--- src/rtl/nec_tx_pkg.sv ---
package nec_tx_pkg;

  typedef enum logic [2:0] {
    SEG_LEAD_ON,
    SEG_LEAD_OFF,
    SEG_MARK,
    SEG_SPACE,
    SEG_END,
    SEG_TAIL
  } seg_e;

  // Bit 0 of the result is the first bit on air.
  function automatic logic [31:0] frame_word(input logic [7:0] a, input logic [7:0] c);
    return {~c, c, ~a, a};
  endfunction

  function automatic int unsigned gap_periods(input logic b, input int unsigned short_gap,
                                              input int unsigned long_gap);
    return b ? long_gap : short_gap;
  endfunction

  function automatic logic seg_is_mark(input seg_e s);
    return (s == SEG_LEAD_ON) || (s == SEG_MARK) || (s == SEG_END);
  endfunction

endpackage

--- src/rtl/nec_carrier_gen.sv ---
module nec_carrier_gen #(
  parameter int unsigned CLK_PER_CYC = 2632,
  parameter int unsigned HIGH_CLKS   = 658
) (
  input  logic clk,
  input  logic rst_n,
  input  logic run,
  output logic cyc_first,
  output logic cyc_last,
  output logic car_hi
);
  localparam int unsigned W = (CLK_PER_CYC > 2) ? $clog2(CLK_PER_CYC) : 1;
  localparam logic [W-1:0] LAST = W'(CLK_PER_CYC - 1);
  localparam logic [W-1:0] HI   = W'(HIGH_CLKS);

  logic [W-1:0] pos;

  always_ff @(posedge clk) begin
    if (!rst_n)          pos <= '0;
    else if (!run)       pos <= '0;
    else if (pos == LAST) pos <= '0;
    else                 pos <= pos + W'(1);
  end

  assign cyc_first = run && (pos == '0);
  assign cyc_last  = run && (pos == LAST);
  assign car_hi    = run && (pos < HI);

  // a period closes and the next one opens at phase zero
  assert_period_wrap_R2: assert property (@(posedge clk) disable iff (!rst_n)
    (run && cyc_last) |=> (pos == '0));

endmodule

--- src/rtl/nec_frame_seq.sv ---
module nec_frame_seq
  import nec_tx_pkg::*;
#(
  parameter int unsigned LEAD_ON   = 339,
  parameter int unsigned LEAD_OFF  = 170,
  parameter int unsigned BIT_MARK  = 21,
  parameter int unsigned GAP_ZERO  = 21,
  parameter int unsigned GAP_ONE   = 63,
  parameter int unsigned FRAME_CYC = 4077
) (
  input  logic       clk,
  input  logic       rst_n,
  input  logic       start,
  input  logic [7:0] addr,
  input  logic [7:0] cmd,
  input  logic       skip_end,
  input  logic       cyc_last,
  output logic       busy,
  output logic       done,
  output logic       mark
);
  localparam int unsigned SW = $clog2(LEAD_ON + LEAD_OFF + BIT_MARK + GAP_ZERO + GAP_ONE + 1);
  localparam int unsigned FW = $clog2(FRAME_CYC + 1);

  seg_e          seg, seg_nx;
  logic [SW-1:0] seg_cnt, seg_len;
  logic [FW-1:0] frame_cnt;
  logic [31:0]   word;
  logic [4:0]    bit_idx;
  logic          skip_r;
  logic          seg_done, frame_end, accept;

  always_comb begin
    case (seg)
      SEG_LEAD_ON:  seg_len = SW'(LEAD_ON);
      SEG_LEAD_OFF: seg_len = SW'(LEAD_OFF);
      SEG_MARK:     seg_len = SW'(BIT_MARK);
      SEG_SPACE:    seg_len = SW'(gap_periods(word[0], GAP_ZERO, GAP_ONE));
      SEG_END:      seg_len = SW'(BIT_MARK);
      default:      seg_len = SW'(1);
    endcase
  end

  always_comb begin
    case (seg)
      SEG_LEAD_ON:  seg_nx = SEG_LEAD_OFF;
      SEG_LEAD_OFF: seg_nx = SEG_MARK;
      SEG_MARK:     seg_nx = SEG_SPACE;
      SEG_SPACE:    seg_nx = (bit_idx != 5'd31) ? SEG_MARK : (skip_r ? SEG_TAIL : SEG_END);
      default:      seg_nx = SEG_TAIL;
    endcase
  end

  assign accept    = start && !busy;
  assign seg_done  = cyc_last && (seg != SEG_TAIL) && (seg_cnt == seg_len - SW'(1));
  assign frame_end = cyc_last && (frame_cnt == FW'(FRAME_CYC - 1));
  assign mark      = busy && seg_is_mark(seg);

  always_ff @(posedge clk) begin
    if (!rst_n) begin
      busy      <= 1'b0;
      done      <= 1'b0;
      seg       <= SEG_TAIL;
      seg_cnt   <= '0;
      frame_cnt <= '0;
      word      <= '0;
      bit_idx   <= '0;
      skip_r    <= 1'b0;
    end else begin
      done <= 1'b0;
      if (accept) begin
        busy      <= 1'b1;
        seg       <= SEG_LEAD_ON;
        seg_cnt   <= '0;
        frame_cnt <= '0;
        word      <= frame_word(addr, cmd);
        bit_idx   <= '0;
        skip_r    <= skip_end;
      end else if (busy && cyc_last) begin
        frame_cnt <= frame_cnt + FW'(1);
        if (frame_end) begin
          busy <= 1'b0;
          done <= 1'b1;
        end
        if (seg_done) begin
          seg     <= seg_nx;
          seg_cnt <= '0;
          if (seg == SEG_SPACE) begin
            word    <= word >> 1;
            bit_idx <= bit_idx + 5'd1;
          end
        end else if (seg != SEG_TAIL) begin
          seg_cnt <= seg_cnt + SW'(1);
        end
      end
    end
  end

  // every burst and gap has finished before the frame period closes
  assert_frame_fits_R6: assert property (@(posedge clk) disable iff (!rst_n)
    frame_end |-> (seg == SEG_TAIL));
  // done lasts a single clock
  assert_done_single_R8: assert property (@(posedge clk) disable iff (!rst_n)
    done |=> !done);
  // done appears only as busy falls
  assert_done_with_fall_R8: assert property (@(posedge clk) disable iff (!rst_n)
    done |-> (!busy && $past(busy)));
  // the latched suppress flag holds for the whole frame
  assert_cfg_hold_R9: assert property (@(posedge clk) disable iff (!rst_n)
    (busy && $past(busy)) |-> $stable(skip_r));

endmodule

--- src/rtl/nec_ir_tx.sv ---
module nec_ir_tx #(
  parameter int unsigned CLK_PER_CYC = 2632,
  parameter int unsigned LEAD_ON     = 339,
  parameter int unsigned LEAD_OFF    = 170,
  parameter int unsigned BIT_MARK    = 21,
  parameter int unsigned GAP_ZERO    = 21,
  parameter int unsigned GAP_ONE     = 63,
  parameter int unsigned FRAME_CYC   = 4077
) (
  input  logic       clk,
  input  logic       rst_n,
  input  logic       start,
  input  logic [7:0] addr,
  input  logic [7:0] cmd,
  input  logic       skip_end,
  output logic       ir_out,
  output logic       busy,
  output logic       done
);
  localparam int unsigned HIGH_CLKS = CLK_PER_CYC / 4;

  logic cyc_first, cyc_last, car_hi, mark;

  nec_carrier_gen #(
    .CLK_PER_CYC(CLK_PER_CYC),
    .HIGH_CLKS  (HIGH_CLKS)
  ) u_carrier (
    .clk      (clk),
    .rst_n    (rst_n),
    .run      (busy),
    .cyc_first(cyc_first),
    .cyc_last (cyc_last),
    .car_hi   (car_hi)
  );

  nec_frame_seq #(
    .LEAD_ON  (LEAD_ON),
    .LEAD_OFF (LEAD_OFF),
    .BIT_MARK (BIT_MARK),
    .GAP_ZERO (GAP_ZERO),
    .GAP_ONE  (GAP_ONE),
    .FRAME_CYC(FRAME_CYC)
  ) u_seq (
    .clk      (clk),
    .rst_n    (rst_n),
    .start    (start),
    .addr     (addr),
    .cmd      (cmd),
    .skip_end (skip_end),
    .cyc_last (cyc_last),
    .busy     (busy),
    .done     (done),
    .mark     (mark)
  );

  assign ir_out = mark && car_hi;

  // a burst never starts part way into a carrier period
  assert_mark_aligned_R2: assert property (@(posedge clk) disable iff (!rst_n)
    $rose(ir_out) |-> cyc_first);
  // no emission outside a frame
  assert_idle_low_R1: assert property (@(posedge clk) disable iff (!rst_n)
    !busy |-> !ir_out);

endmodule

--- config.mk ---
export PLATFORM = sky130hd
export DESIGN_NAME = nec_ir_tx
export DESIGN_NICKNAME = d
export VERILOG_FILES = /design/src/rtl/nec_tx_pkg.sv /design/src/rtl/nec_carrier_gen.sv /design/src/rtl/nec_frame_seq.sv /design/src/rtl/nec_ir_tx.sv
export SDC_FILE = /design/constraint.sdc
export NUM_CORES = 1
export LEC_CHECK = 0
export CORE_ASPECT_RATIO = 1.25
export CORE_MARGIN = 10
export CORE_UTILIZATION = 60
export DETAILED_ROUTE_END_ITERATION = 8
export PLACE_DENSITY = 0.82
export SKIP_LAST_GASP = 1
export SLEW_MARGIN = 10
export SYNTH_ARGS = -nofsm -noshare
export SYNTH_HDL_FRONTEND = slang
export SYNTH_HIERARCHICAL = 1
export SYNTH_SLANG_ARGS = --single-unit
--- constraint.sdc ---
create_clock -name clk -period 5 [get_ports clk]
set_input_delay 0.5 -clock clk [delete_from_list [all_inputs] [get_ports clk]]
set_output_delay 0.5 -clock clk [all_outputs]
set_load 0.005 [all_outputs]
# Word-level counts from Yosys, hierarchy flattened
# Cells that the tools add are included.
[totals] register_bits=77 input_bits=20 out_inout_bits=3 elab_cells=76
[op_classes] addsub=5 n_lt_le_gt_ge=1 n_eq_ne=9 n_mux=18 bitwise=5 n_reduce_logical=28
[ops] cell="two-way mux 32 bit" count=4
[ops] cell="case mux 10 bit (4 select lines)" count=1
[ops] cell="adder 12 x 1 -> 12 bit, second input constant" count=2
[ops] cell="== test 12 bit, second input constant" count=2
[ops] cell="two-way mux 10 bit" count=2
[ops] cell="NOT 8 bit" count=2
[ops] cell="less-than comparator 12 x 10 -> 1 bit, second input constant" count=1
[ops] cell="two-way mux 3 bit" count=4
[ops] cell="case mux 3 bit (4 select lines)" count=1
[ops] cell="adder 10 x 1 -> 10 bit, second input constant" count=1
[ops] cell="== test 10 bit" count=1
[ops] cell="nonzero test 2 bit" count=5
[ops] cell="subtractor 10 x 1 -> 10 bit, second input constant" count=1
[ops] cell="logical AND 1 bit" count=9
[ops] cell="AND reduction 2 bit" count=4
[ops] cell="== test 3 x 2 -> 1 bit, second input constant" count=2
[ops] cell="two-way mux 6 bit" count=1
[ops] cell="AND reduction 3 bit" count=2
[ops] cell="OR reduction 3 bit" count=2
[ops] cell="adder 5 x 1 -> 5 bit, second input constant" count=1
[ops] cell="two-way mux 1 bit" count=5
[ops] cell="inequality test 5 bit, second input constant" count=1
[ops] cell="OR reduction 2 bit" count=2
[ops] cell="== test 3 x 1 -> 1 bit, second input constant" count=1
[ops] cell="other kinds (6)" count=9

# Logic depth before layout (Yosys ltp)
# Gate-level depths: netlist of the first run.
[logic_depth] ltp_word=9 depth_mapped=11 depth_no_buf=10

# Modules after synthesis
# The synthesis of the first run kept the hierarchy.
[modules_own_cells] mod="nec_frame_seq" n_inst=1 cells_each=371 area_each_um2=3209.3
[modules_own_cells] mod="nec_carrier_gen" n_inst=1 cells_each=73 area_each_um2=608.1
[modules_own_cells] mod="nec_ir_tx" n_inst=1 cells_each=1 area_each_um2=6.3

# Worst setup path after synthesis of the first run
# Ideal clock, no wire load.
[synth_timing] kind="register to register" startpoint="reg u_carrier.pos[7]" endpoint="reg u_seq.word[10]" setup_time_ps=132 arrival_time_ps=2797 required_ps=4868 path_slack_ps=2071 stages_incl_launch_ff=11 period_less_slack_ps=2929 path_cell_list="dfxtp_1 -> or4_4 -> nor4_2 -> and2_1 -> and2_1 -> clkbuf_1 -> nand3_1 -> nor4_4 -> buf_6 -> mux2i_1 -> a21oi_1"
[synth_via] elab_chain_len=6
[synth_lines] element="from (decl)" line="nec_carrier_gen.sv:16" rtl="logic [W-1:0] pos;"
[synth_lines] element="from (signal assigned)" line="nec_carrier_gen.sv:22" rtl="else pos <= pos + W'(1);"
[synth_lines] element="== test 12 bit *" line="nec_carrier_gen.sv:26" rtl="assign cyc_last = run && (pos == LAST);"
[synth_lines] element="logical AND 1 bit *" line="nec_carrier_gen.sv:26"
[synth_lines] element="net cyc_last" line="nec_ir_tx.sv:22" rtl="logic cyc_first, cyc_last, car_hi, mark;"
[synth_lines] element="logical AND 1 bit (2 in a row)" line="nec_frame_seq.sv:55" rtl="assign seg_done = cyc_last && (seg != SEG_TAIL) && (seg_cnt == seg_len - SW'(1));"
[synth_lines] element="nonzero test 2 bit (no line)"
[synth_lines] element="AND reduction 3 bit (no line) *"
[synth_lines] element="to (signal assigned)" line="nec_frame_seq.sv:76" rtl="word <= frame_word(addr, cmd);"
[synth_lines] element="to (signal assigned)" line="nec_frame_seq.sv:89" rtl="word <= word >> 1;"
[synth_lines] element="to (decl)" line="nec_frame_seq.sv:28" rtl="logic [31:0] word;"
# The timed path passes the listed nets; every way through them passes the cells marked *.
# A chain may end at the register's enable or synchronous reset.

# Worst setup path in the final report of the first run
[layout_timing] startpoint="reg u_carrier.pos[7]" endpoint="reg u_seq.word[18]"
# Same word-level chain as after synthesis.

==> results.sh, run 1 <==
export IMPL_p_leak_uw=0.00145
export IMPL_wire_per_inst_um=14.4
export IMPL_drive_gt1_frac=0.0697
export IMPL_end_kind="flip-flop"
export IMPL_num_rows=32
export IMPL_r2r_slack_ns=1.70
export IMPL_cts_tree="done"
export IMPL_finalNetCount=482
export IMPL_clock_fmax_ghz=0.303
export IMPL_drc=0
export IMPL_cts_setup_buffers=0
export IMPL_port_buffers=22
export IMPL_cts_hold_buf=0
export IMPL_diodes=0
export IMPL_start_util=0.618
export IMPL_wl_um=7850
export IMPL_fin_ws_ns=1.70
export IMPL_reg2regPathDepth=9
export IMPL_r2r_start="u_carrier/pos[7]$_SDFF_PP0_"
export IMPL_syn_avg_cell_area_um2=8.62
export IMPL_syn_inst=442
export IMPL_dp_final_hpwl_um=5340
export IMPL_syn_num_nets=470
export IMPL_worst_ep_arrival_time_ns=3.52
export IMPL_required_ns=5.21
export IMPL_clock_root_buffer="clkbuf_8"
export IMPL_worst_slew_pin_slew_ns=0.867
export IMPL_setup_viol=0
export IMPL_design_die_area_um2=9960
export IMPL_drt_iter0_markers=286
export IMPL_finalHoldViolCount=0
export IMPL_num_vias=3129
export IMPL_worst_setup_path_type="reg -> reg"
export IMPL_grt_max_degree=46
export IMPL_core_area_um2=6170
export IMPL_startpoint="u_carrier/pos[7]$_SDFF_PP0_"
export IMPL_die_y_um=109
export IMPL_cap_violations=0
export IMPL_power_density_nw_per_um2=292
export IMPL_r2r_end="u_seq/word[18]$_SDFFE_PN0P_"
export IMPL_cts_num_sinks=77
export IMPL_worstSkewPairLatency_ns=0.34
export IMPL_fin_skew_ns=0.00798
export IMPL_clock_path_buffers=2
export IMPL_grtUsageTotal=0.162
export IMPL_critPathMaxFanout=45
export IMPL_rsz0062_at_grt="no"
export IMPL_place_congestion=0.870
export IMPL_fp_dieW_um=91.3
export IMPL_syn_area_um2=3810
export IMPL_htreeDepth=3
export IMPL_status="complete, no violations"
export IMPL_fin_util=0.686
export IMPL_yosysWarnings=6
export IMPL_overflow=0
export IMPL_min_period_ns=3.30
export IMPL_critPathCapture="u_seq/word[18]$_SDFFE_PN0P_"
export IMPL_slew_viol_final=0
export IMPL_cts_buffers=9
export IMPL_tns_ns=0
export IMPL_grt_pass1_wl_um=13600
export IMPL_syn_to_final_growth_pct=11.0
export IMPL_cts_resized=0
export IMPL_cts_clk_slew_worst_paths_ns=0.08
export IMPL_via_per_inst=5.75
export IMPL_ir_drop_mv=0.255
export IMPL_cp_start_kind="flip-flop"
export IMPL_antenna_left=0
export IMPL_grt_pass1_vias=3020
export IMPL_hold_class="reg -> reg"
export IMPL_hold_depth=1
export IMPL_place_ws_ns=1.72
export IMPL_slew_headroom=0.420
export IMPL_period_share=0.661
export IMPL_ioPinCount=23
export IMPL_dr_pass1_iters=7
export IMPL_antenna_found_initial=0
[registers in the layout, indices dropped and copies added (netlist names)]
register / cells
u_seq/bit_idx: 5
u_seq/frame_cnt: 12
u_carrier/pos: 12
u_seq/seg_cnt: 10
u_seq/seg: 3
u_seq/word: 32
u_seq/done: 1
u_seq/skip_r: 1
u_seq/busy: 1
[how the worst min path moves through the flow]
stage | startpoint | endpoint | slack, ns
final | u_carrier/pos[0]$_SDFF_PP0_ | u_carrier/pos[0]$_SDFF_PP0_ | 0.47
after global routing | u_carrier/pos[0]$_SDFF_PP0_ | u_carrier/pos[0]$_SDFF_PP0_ | 0.51
after CTS | u_carrier/pos[0]$_SDFF_PP0_ | u_carrier/pos[0]$_SDFF_PP0_ | 0.47
after detailed placement | u_carrier/pos[0]$_SDFF_PP0_ | u_carrier/pos[0]$_SDFF_PP0_ | 0.45
after global placement | u_carrier/pos[0]$_SDFF_PP0_ | u_carrier/pos[0]$_SDFF_PP0_ | 0.44
after floorplan | u_carrier/pos[0]$_SDFF_PP0_ | u_carrier/pos[0]$_SDFF_PP0_ | 0.43
[area by class of cell]
class,instances,area [um^2]
well taps,85,106
multi-input cells,332,2100
flip-flops and latches,77,1540
clock buffers,12,145
inverters,7,26.3
clock inverters,4,47.5
fillers,506,1940
repair buffers,27,258
[report_power, final]
group | total (uW) | internal, uW | switching [uW]
Combinational | 119 | 55.8 | 63.1
Sequential | 656 | 638 | 18.2
Clock | 459 | 243 | 216
Total | 1230 | 937 | 298
[worst max-delay path, cell delays in order, from the launching register on]
cell and delay [ns]:
dfxtp_1 0.36, or4_4 0.54, nor4_2 0.29, and2_1 0.24
and2_1 0.37, nand3_1 0.20, nor4_4 0.25, buf_4 0.53
mux2i_1 0.29, a21oi_1 0.10
[metal layers]
metal | GRT usage | share of wire
met1 | 0.193 | 0.46
met2 | 0.275 | 0.49
met3 | 0.0454 | 0.042
met4 | 0.0572 | 0.0090
met5 | 0 | 0
[per-stage QoR]
stage	total power, uW	instances	hold slack (ns)	cell area, um^2
4_1_cts	1250	544	0.470	4230
3_3_place_gp	784	528	0.445	4040
3_5_place_dp	789	528	0.449	4040
5_1_grt	1290	544	0.511	4230
6_report	1230	544	0.465	4230
2_1_floorplan	750	442	0.430	3810
[cells in the final DEF, fill, tap and decap left out, types with 3 or more instances in the layout]
| cell | n |
|---|---|
| clkdlybuf4s50_1 | 22 |
| o311a_1 | 10 |
| or3_1 | 3 |
| nand4_1 | 6 |
| dfxtp_1 | 77 |
| xor2_1 | 12 |
| nor3_1 | 11 |
| o211ai_1 | 11 |
| buf_4 | 5 |
| and3_1 | 5 |
| nor2b_1 | 3 |
| ha_1 | 8 |
| and2_1 | 4 |
| clkbuf_8 | 10 |
| nand3_1 | 18 |
| a211oi_1 | 4 |
| mux2i_1 | 26 |
| inv_1 | 7 |
| nand2b_1 | 4 |
| nand4b_1 | 3 |
| nand2_1 | 67 |
| xnor2_1 | 15 |
| o21ai_0 | 9 |
| a21oi_1 | 27 |
| nand3b_1 | 3 |
| nor4_1 | 4 |
| a31oi_1 | 5 |
| nor2_1 | 43 |
Note: power is estimated with default switching activity, not from simulation.
==> run 2, diff against run 1 <==
--- a/config.mk
+++ b/config.mk
@@ -7,9 +7,9 @@
 export LEC_CHECK = 0
 export CORE_ASPECT_RATIO = 1.25
 export CORE_MARGIN = 10
-export CORE_UTILIZATION = 60
+export CORE_UTILIZATION = 53
 export DETAILED_ROUTE_END_ITERATION = 8
-export PLACE_DENSITY = 0.82
+export PLACE_DENSITY = 0.77
 export SKIP_LAST_GASP = 1
 export SLEW_MARGIN = 10
 export SYNTH_ARGS = -nofsm -noshare
==> constraint.sdc (replaced) <==
create_clock -name clk -period 2.93 [get_ports clk]
set_input_delay 0.293 -clock clk [delete_from_list [all_inputs] [get_ports clk]]
set_output_delay 0.293 -clock clk [all_outputs]
set_load 0.005 [all_outputs]
==> results.sh, run 2 (synthesis results as in run 1) <==
export IMPL_status="complete, no violations"
export IMPL_finalHoldViolCount=0
export IMPL_clock_root_buffer="clkbuf_8"
export IMPL_dr_pass1_iters=5
export IMPL_clock_fmax_ghz=0.355
export IMPL_cts_tree="done"
export IMPL_fin_skew_ns=0.00905
export IMPL_fin_cells=564
export IMPL_clock_path_buffers=2
export IMPL_place_area_um2=4140
export IMPL_largest_reg_flops=32
export IMPL_reg2regPathDepth=11
export IMPL_setup_viol=0
export IMPL_ir_drop_mv=0.259
export IMPL_top_register="u_seq/word"
export IMPL_cap_violations=0
export IMPL_place_congestion=0.831
export IMPL_p_leak_uw=0.00154
export IMPL_num_vias=3161
export IMPL_design_die_area_um2=11000
export IMPL_wl_um=8230
export IMPL_r2r_end="u_seq/word[0]$_SDFFE_PN0P_"
export IMPL_drc=0
export IMPL_die_y_um=115
export IMPL_power_density_nw_per_um2=485
export IMPL_port_buffers=22
export IMPL_period_share=0.961
export IMPL_critPathMaxFanout=22
export IMPL_fp_dieW_um=95.8
export IMPL_drive_gt1_frac=0.108
export IMPL_grtUsageTotal=0.150
export IMPL_min_period_ns=2.82
export IMPL_num_rows=34
export IMPL_wire_per_inst_um=14.6
export IMPL_grt_max_degree=46
export IMPL_dp_cells=544
export IMPL_slew_headroom=0.579
export IMPL_critPathCapture="u_seq/word[0]$_SDFFE_PN0P_"
export IMPL_top_regs="u_seq/word x32, u_carrier/pos x12, u_seq/frame_cnt x12"
export IMPL_ioPinCount=23
export IMPL_end_kind="flip-flop"
export IMPL_diodes=0
export IMPL_cts_num_sinks=77
export IMPL_required_ns=3.16
export IMPL_htreeDepth=3
export IMPL_cts_buffers=9
export IMPL_power_uw=2140
export IMPL_worst_setup_path_type="reg -> reg"
export IMPL_finalNetCount=497
export IMPL_syn_to_final_growth_pct=15.9
export IMPL_grt_pass1_wl_um=13700
export IMPL_cts_clk_slew_worst_paths_ns=0.08
export IMPL_slew_viol_final=0
export IMPL_via_per_inst=5.60
export IMPL_design_area_um2=4410
export IMPL_antenna_found_initial=0
export IMPL_startpoint="u_carrier/pos[7]$_SDFF_PP0_"
export IMPL_worstSkewPairLatency_ns=0.34
export IMPL_worst_ep_arrival_time_ns=3.05
export IMPL_overflow=0
export IMPL_start_util=0.546
export IMPL_r2r_start="u_carrier/pos[7]$_SDFF_PP0_"
export IMPL_worst_slew_pin_slew_ns=0.629
export IMPL_final_cell_mix="dfxtp_1, nand2_1, nor2_1, a21oi_1, mux2i_1"
export IMPL_layout_commonest_cell="dfxtp_1"
export IMPL_antenna_left=0
export IMPL_cts_hold_buf=0
export IMPL_grt_pass1_vias=2994
export IMPL_core_area_um2=6980
export IMPL_dp_final_hpwl_um=5330
export IMPL_r2r_slack_ns=0.11
export IMPL_cp_start_kind="flip-flop"
export IMPL_hold_class="reg -> reg"
export IMPL_drt_iter0_markers=192
run 2: cell types whose count changed in the layout (fill, tap and decap cells not counted), sizes merged:
cell      previous run  this run
buf                  5        19
clkinv               2         1
clkinvlp             1         2
inv                  7         8
run 2: area by class of cell:
cell class	count	area [um^2]
fillers	596	2560
multi-input cells	332	2130
flip-flops and latches	77	1540
repair buffers	42	404
clock buffers	11	141
well taps	90	113
clock inverters	5	58.8
inverters	7	26.3
run 2: how the worst min path moves through the flow:
stage	from	to	slack [ns]	cells past startpoint
2_1_floorplan	u_carrier/pos[0]$_SDFF_PP0_	u_carrier/pos[0]$_SDFF_PP0_	0.43	1
3_3_place_gp	u_seq/word[8]$_SDFFE_PN0P_	u_seq/word[8]$_SDFFE_PN0P_	0.45	2
3_5_place_dp	u_carrier/pos[0]$_SDFF_PP0_	u_carrier/pos[0]$_SDFF_PP0_	0.45	1
4_1_cts	u_seq/word[8]$_SDFFE_PN0P_	u_seq/word[8]$_SDFFE_PN0P_	0.47	2
5_1_grt	u_seq/word[8]$_SDFFE_PN0P_	u_seq/word[8]$_SDFFE_PN0P_	0.49	2
6_report	u_carrier/pos[0]$_SDFF_PP0_	u_carrier/pos[0]$_SDFF_PP0_	0.47	1
run 2: power by group:
group	switching (uW)	total, uW	leakage [uW]	internal [uW]
Combinational	116	219	0.000818	103
Sequential	28.1	1120	0.000628	1090
Clock	387	806	0.0000959	419
Total	531	2140	0.00154	1610
run 2: per-layer routing:
metal / GRT usage / vias up / wire (um)
li1: - / 1610 / -
met1: 0.191 / 1478 / 3670
met2: 0.239 / 65 / 4060
met3: 0.0359 / 8 / 394
met4: 0.0581 / 0 / 104
met5: 0 / - / 0
run 2: critical path, stage by stage (launching register included):
cell      delay, ns
dfxtp_1        0.37
or4_4          0.56
nor4_4         0.28
and2_4         0.21
nor4b_4        0.23
nand2_2        0.12
nor4_4         0.22
buf_4          0.19
buf_4          0.14
buf_12         0.15
o211ai_1       0.10
o311a_1        0.13
run 2: metrics by stage:
step	hold slack [ns]	TNS, ns	util	worst slack [ns]
after floorplan	0.430	0	-	0.0120
after global placement	0.447	0	0.593	0.227
after global routing	0.488	-0.332	0.633	-0.0368
after CTS	0.469	0	0.622	0.0843
after detailed placement	0.454	0	0.593	0.102
final	0.470	0	0.633	0.114
run 2: repair_timing:
action	4_1_cts	5_1_grt
setup buffers	0	2
resized for setup	0	8
hold endpoints to repair	0	0
endpoints found under the setup margin	0	33
==> run 3, diff against run 2 <==
--- a/config.mk
+++ b/config.mk
@@ -5,6 +5,7 @@
 export SDC_FILE = /design/constraint.sdc
 export NUM_CORES = 1
 export LEC_CHECK = 0
+export CAP_MARGIN = 25
 export CORE_ASPECT_RATIO = 1.25
 export CORE_MARGIN = 10
 export CORE_UTILIZATION = 53
@@ -14,5 +15,4 @@
 export SLEW_MARGIN = 10
 export SYNTH_ARGS = -nofsm -noshare
 export SYNTH_HDL_FRONTEND = slang
-export SYNTH_HIERARCHICAL = 1
 export SYNTH_SLANG_ARGS = --single-unit
==> results.sh, run 3 <==
export IMPL_cts_num_sinks=77
export IMPL_path_cells="nand2_1, a21o_1, ha_1, xor2_1, or3_1, a31oi_1, or4b_4, buf_12, mux2i_1, a21oi_1"
export IMPL_pwr_share_clk=0.383
export IMPL_period_share=0.912
export IMPL_tns_ns=0
export IMPL_drc=0
export IMPL_power_density_nw_per_um2=493
export IMPL_antenna_found_initial=0
export IMPL_cp_top_family="simple AND/OR/NAND/NOR gates"
export IMPL_setup_viol=0
export IMPL_core_area_um2=6690
export IMPL_cp_start_kind="flip-flop"
export IMPL_die_y_um=113
export IMPL_finalNetCount=477
export IMPL_dp_final_hpwl_um=5200
export IMPL_grt_use_met3=0.0390
export IMPL_yosysWarnings=0
export IMPL_synth_edf_count=0
export IMPL_cpPeakStageDelay_ns=0.57
export IMPL_cts_buffers=9
export IMPL_hold_class="reg -> reg"
export IMPL_antenna_left=0
export IMPL_grt_pass1_vias=2839
export IMPL_cap_violations=0
export IMPL_fin_util=0.636
export IMPL_slew_headroom=0.694
export IMPL_synth_area_top_cells="dfxtp_1, mux2i_1, a21oi_1, nand2_1, nor2_1"
export IMPL_grt_busiest_layer="met2"
export IMPL_end_kind="flip-flop"
export IMPL_p_sw_frac=0.234
export IMPL_seq_area_frac_synth=0.418
export IMPL_design_die_area_um2=10700
export IMPL_top_regs="u_seq.word x32, u_carrier.pos x12, u_seq.frame_cnt x12"
export IMPL_port_buffers=22
export IMPL_worst_ep_arrival_time_ns=2.88
export IMPL_drt_iter0_markers=167
export IMPL_final_cell_mix="dfxtp_1, nand2_1, nor2_1, a21oi_1, mux2i_1"
export IMPL_status="complete, no violations"
export IMPL_overflow=0
export IMPL_layout_commonest_cell="dfxtp_1"
export IMPL_worst_setup_path_type="reg -> reg"
export IMPL_syn_to_final_growth_pct=15.3
export IMPL_nFillCells=588
export IMPL_cts_clk_slew_worst_paths_ns=0.08
export IMPL_wl_um=7340
export IMPL_top_register="u_seq.word"
export IMPL_ys_types=45
export IMPL_drive_gt1_frac=0.0815
export IMPL_dp_cells=526
export IMPL_worst_slew_pin_slew_ns=0.457
export IMPL_combPwrFrac=0.089
export IMPL_pwr_share_seq=0.528
export IMPL_cts_tree="done"
export IMPL_yosysTopAreaCell="dfxtp_1"
export IMPL_rsz0062_at_grt="no"
export IMPL_p_switching_uw=492
export IMPL_synthFlopType="dfxtp_1"
export IMPL_grtUsageTotal=0.144
export IMPL_critPathMaxFanout=18
export IMPL_syn_inst=427
export IMPL_syn_avg_cell_area_um2=8.64
export IMPL_grt_pass1_wl_um=12800
export IMPL_start_util=0.552
export IMPL_ioPinCount=23
export IMPL_num_vias=3015
export IMPL_yosys_register_bits=77
export IMPL_min_period_ns=2.67
export IMPL_dr_pass1_iters=4
export IMPL_syn_num_nets=454
export IMPL_met2_usage=0.242
export IMPL_p_int_uw=1610
export IMPL_finalHoldViolCount=0
export IMPL_grt_max_degree=52
export IMPL_design_area_um2=4260
export IMPL_slew_viol_final=0
export IMPL_required_ns=3.14
export IMPL_num_rows=33
export IMPL_worstSkewPairLatency_ns=0.35
export IMPL_synth_top_area_share=0.418
export IMPL_clock_root_buffer="clkbuf_8"
export IMPL_crit_path_top_delay_cell="or4b_4"
export IMPL_fin_cells=541
export IMPL_fin_skew_ns=0.00856
export IMPL_largest_reg_flops=32
export IMPL_diodes=0
export IMPL_syn_area_um2=3690
export IMPL_clock_fmax_ghz=0.374
export IMPL_cts_hold_buf=0
export IMPL_ir_drop_mv=0.350
export IMPL_cp_num_buf_inv=1
export IMPL_yosysMostFrequentCell="dfxtp_1"
export IMPL_wire_per_inst_um=13.6
export IMPL_async_reset_ff_frac=0
export IMPL_holdWs_ns=0.466
export IMPL_place_area_um2=4050
export IMPL_grt_use_met1=0.166
export IMPL_synth_common_cells="dfxtp_1, nand2_1, nor2_1"
export IMPL_p_leak_uw=0.00177
export IMPL_place_congestion=0.829
export IMPL_fp_dieW_um=94.6
export IMPL_via_per_inst=5.57
export IMPL_clock_path_buffers=2
export IMPL_htreeDepth=3
-- run 3: power by group through the flow --
stage	logic, uW	registers (uW)	clock network, uW
after floorplan	122	1130	0
after global placement	180	1130	0
after detailed placement	185	1130	0
after CTS	187	1110	830
after global routing	208	1110	865
final	186	1110	804
-- run 3: routing by layer --
layer,wire (um),part of all wire
met5,0,0
met4,138,0.019
met1,3230,0.44
met3,234,0.032
met2,3740,0.51
-- run 3: path summary, 6_finish.rpt --
kind | startpoint | endpoint | slack, ns | cells after the start
setup / recovery | u_seq.word[0]$_SDFFE_PN0P_ | u_seq.word[23]$_SDFFE_PN0P_ | 0.26 | 10
setup reg to reg | u_seq.word[0]$_SDFFE_PN0P_ | u_seq.word[23]$_SDFFE_PN0P_ | 0.26 | 10
hold reg to reg | u_seq.skip_r$_SDFFE_PN0P_ | u_seq.skip_r$_SDFFE_PN0P_ | 0.47 | 2
hold / removal | u_seq.skip_r$_SDFFE_PN0P_ | u_seq.skip_r$_SDFFE_PN0P_ | 0.47 | 2
-- run 3: final cells by class --
| type | instances | area (um^2) | area share |
|---|---|---|---|
| Tap cell | 87 | 109 | 0.0256 |
| Multi-Input combinational cell | 321 | 2040 | 0.479 |
| Clock inverter | 4 | 47.5 | 0.0112 |
| Clock buffer | 11 | 151 | 0.0356 |
| Sequential cell | 77 | 1540 | 0.362 |
| Inverter | 5 | 18.8 | 0.00441 |
| Timing Repair Buffer | 36 | 350 | 0.0823 |
-- run 3: logic make-up after synthesis --
logic type / synth area share
AND/OR/NAND/NOR: 0.222
multiplexers: 0.103
buffers and inverters: 0.0329
flip-flops: 0.418
XOR/XNOR: 0.0678
AO/OA/AOI/OAI: 0.133
adder cells (fa/ha/maj): 0.0237
-- run 3: repair_timing --
item                                    in CTS  in global routing
buffers inserted                             0                  0
endpoints found under the setup margin       1                 10
pin swaps                                    0                  0
gates resized for setup                      1                  1
endpoints found under the hold margin        0                  0
-- run 3: per-stage QoR --
step	power [uW]	setup slack, ns
final	2100	0.257
after global routing	2190	0.0379
after CTS	2130	0.216
after detailed placement	1320	0.0529
after global placement	1310	0.158
after floorplan	1250	0.0759
-- run 3: worst register-to-register path, cell delays in order (launching register included) --
cell     delay [ns]
dfxtp_1        0.36
nand2_1        0.06
a21o_1         0.18
ha_1           0.22
xor2_1         0.17
or3_1          0.38
a31oi_1        0.13
or4b_4         0.57
buf_12         0.21
mux2i_1        0.17
a21oi_1        0.10
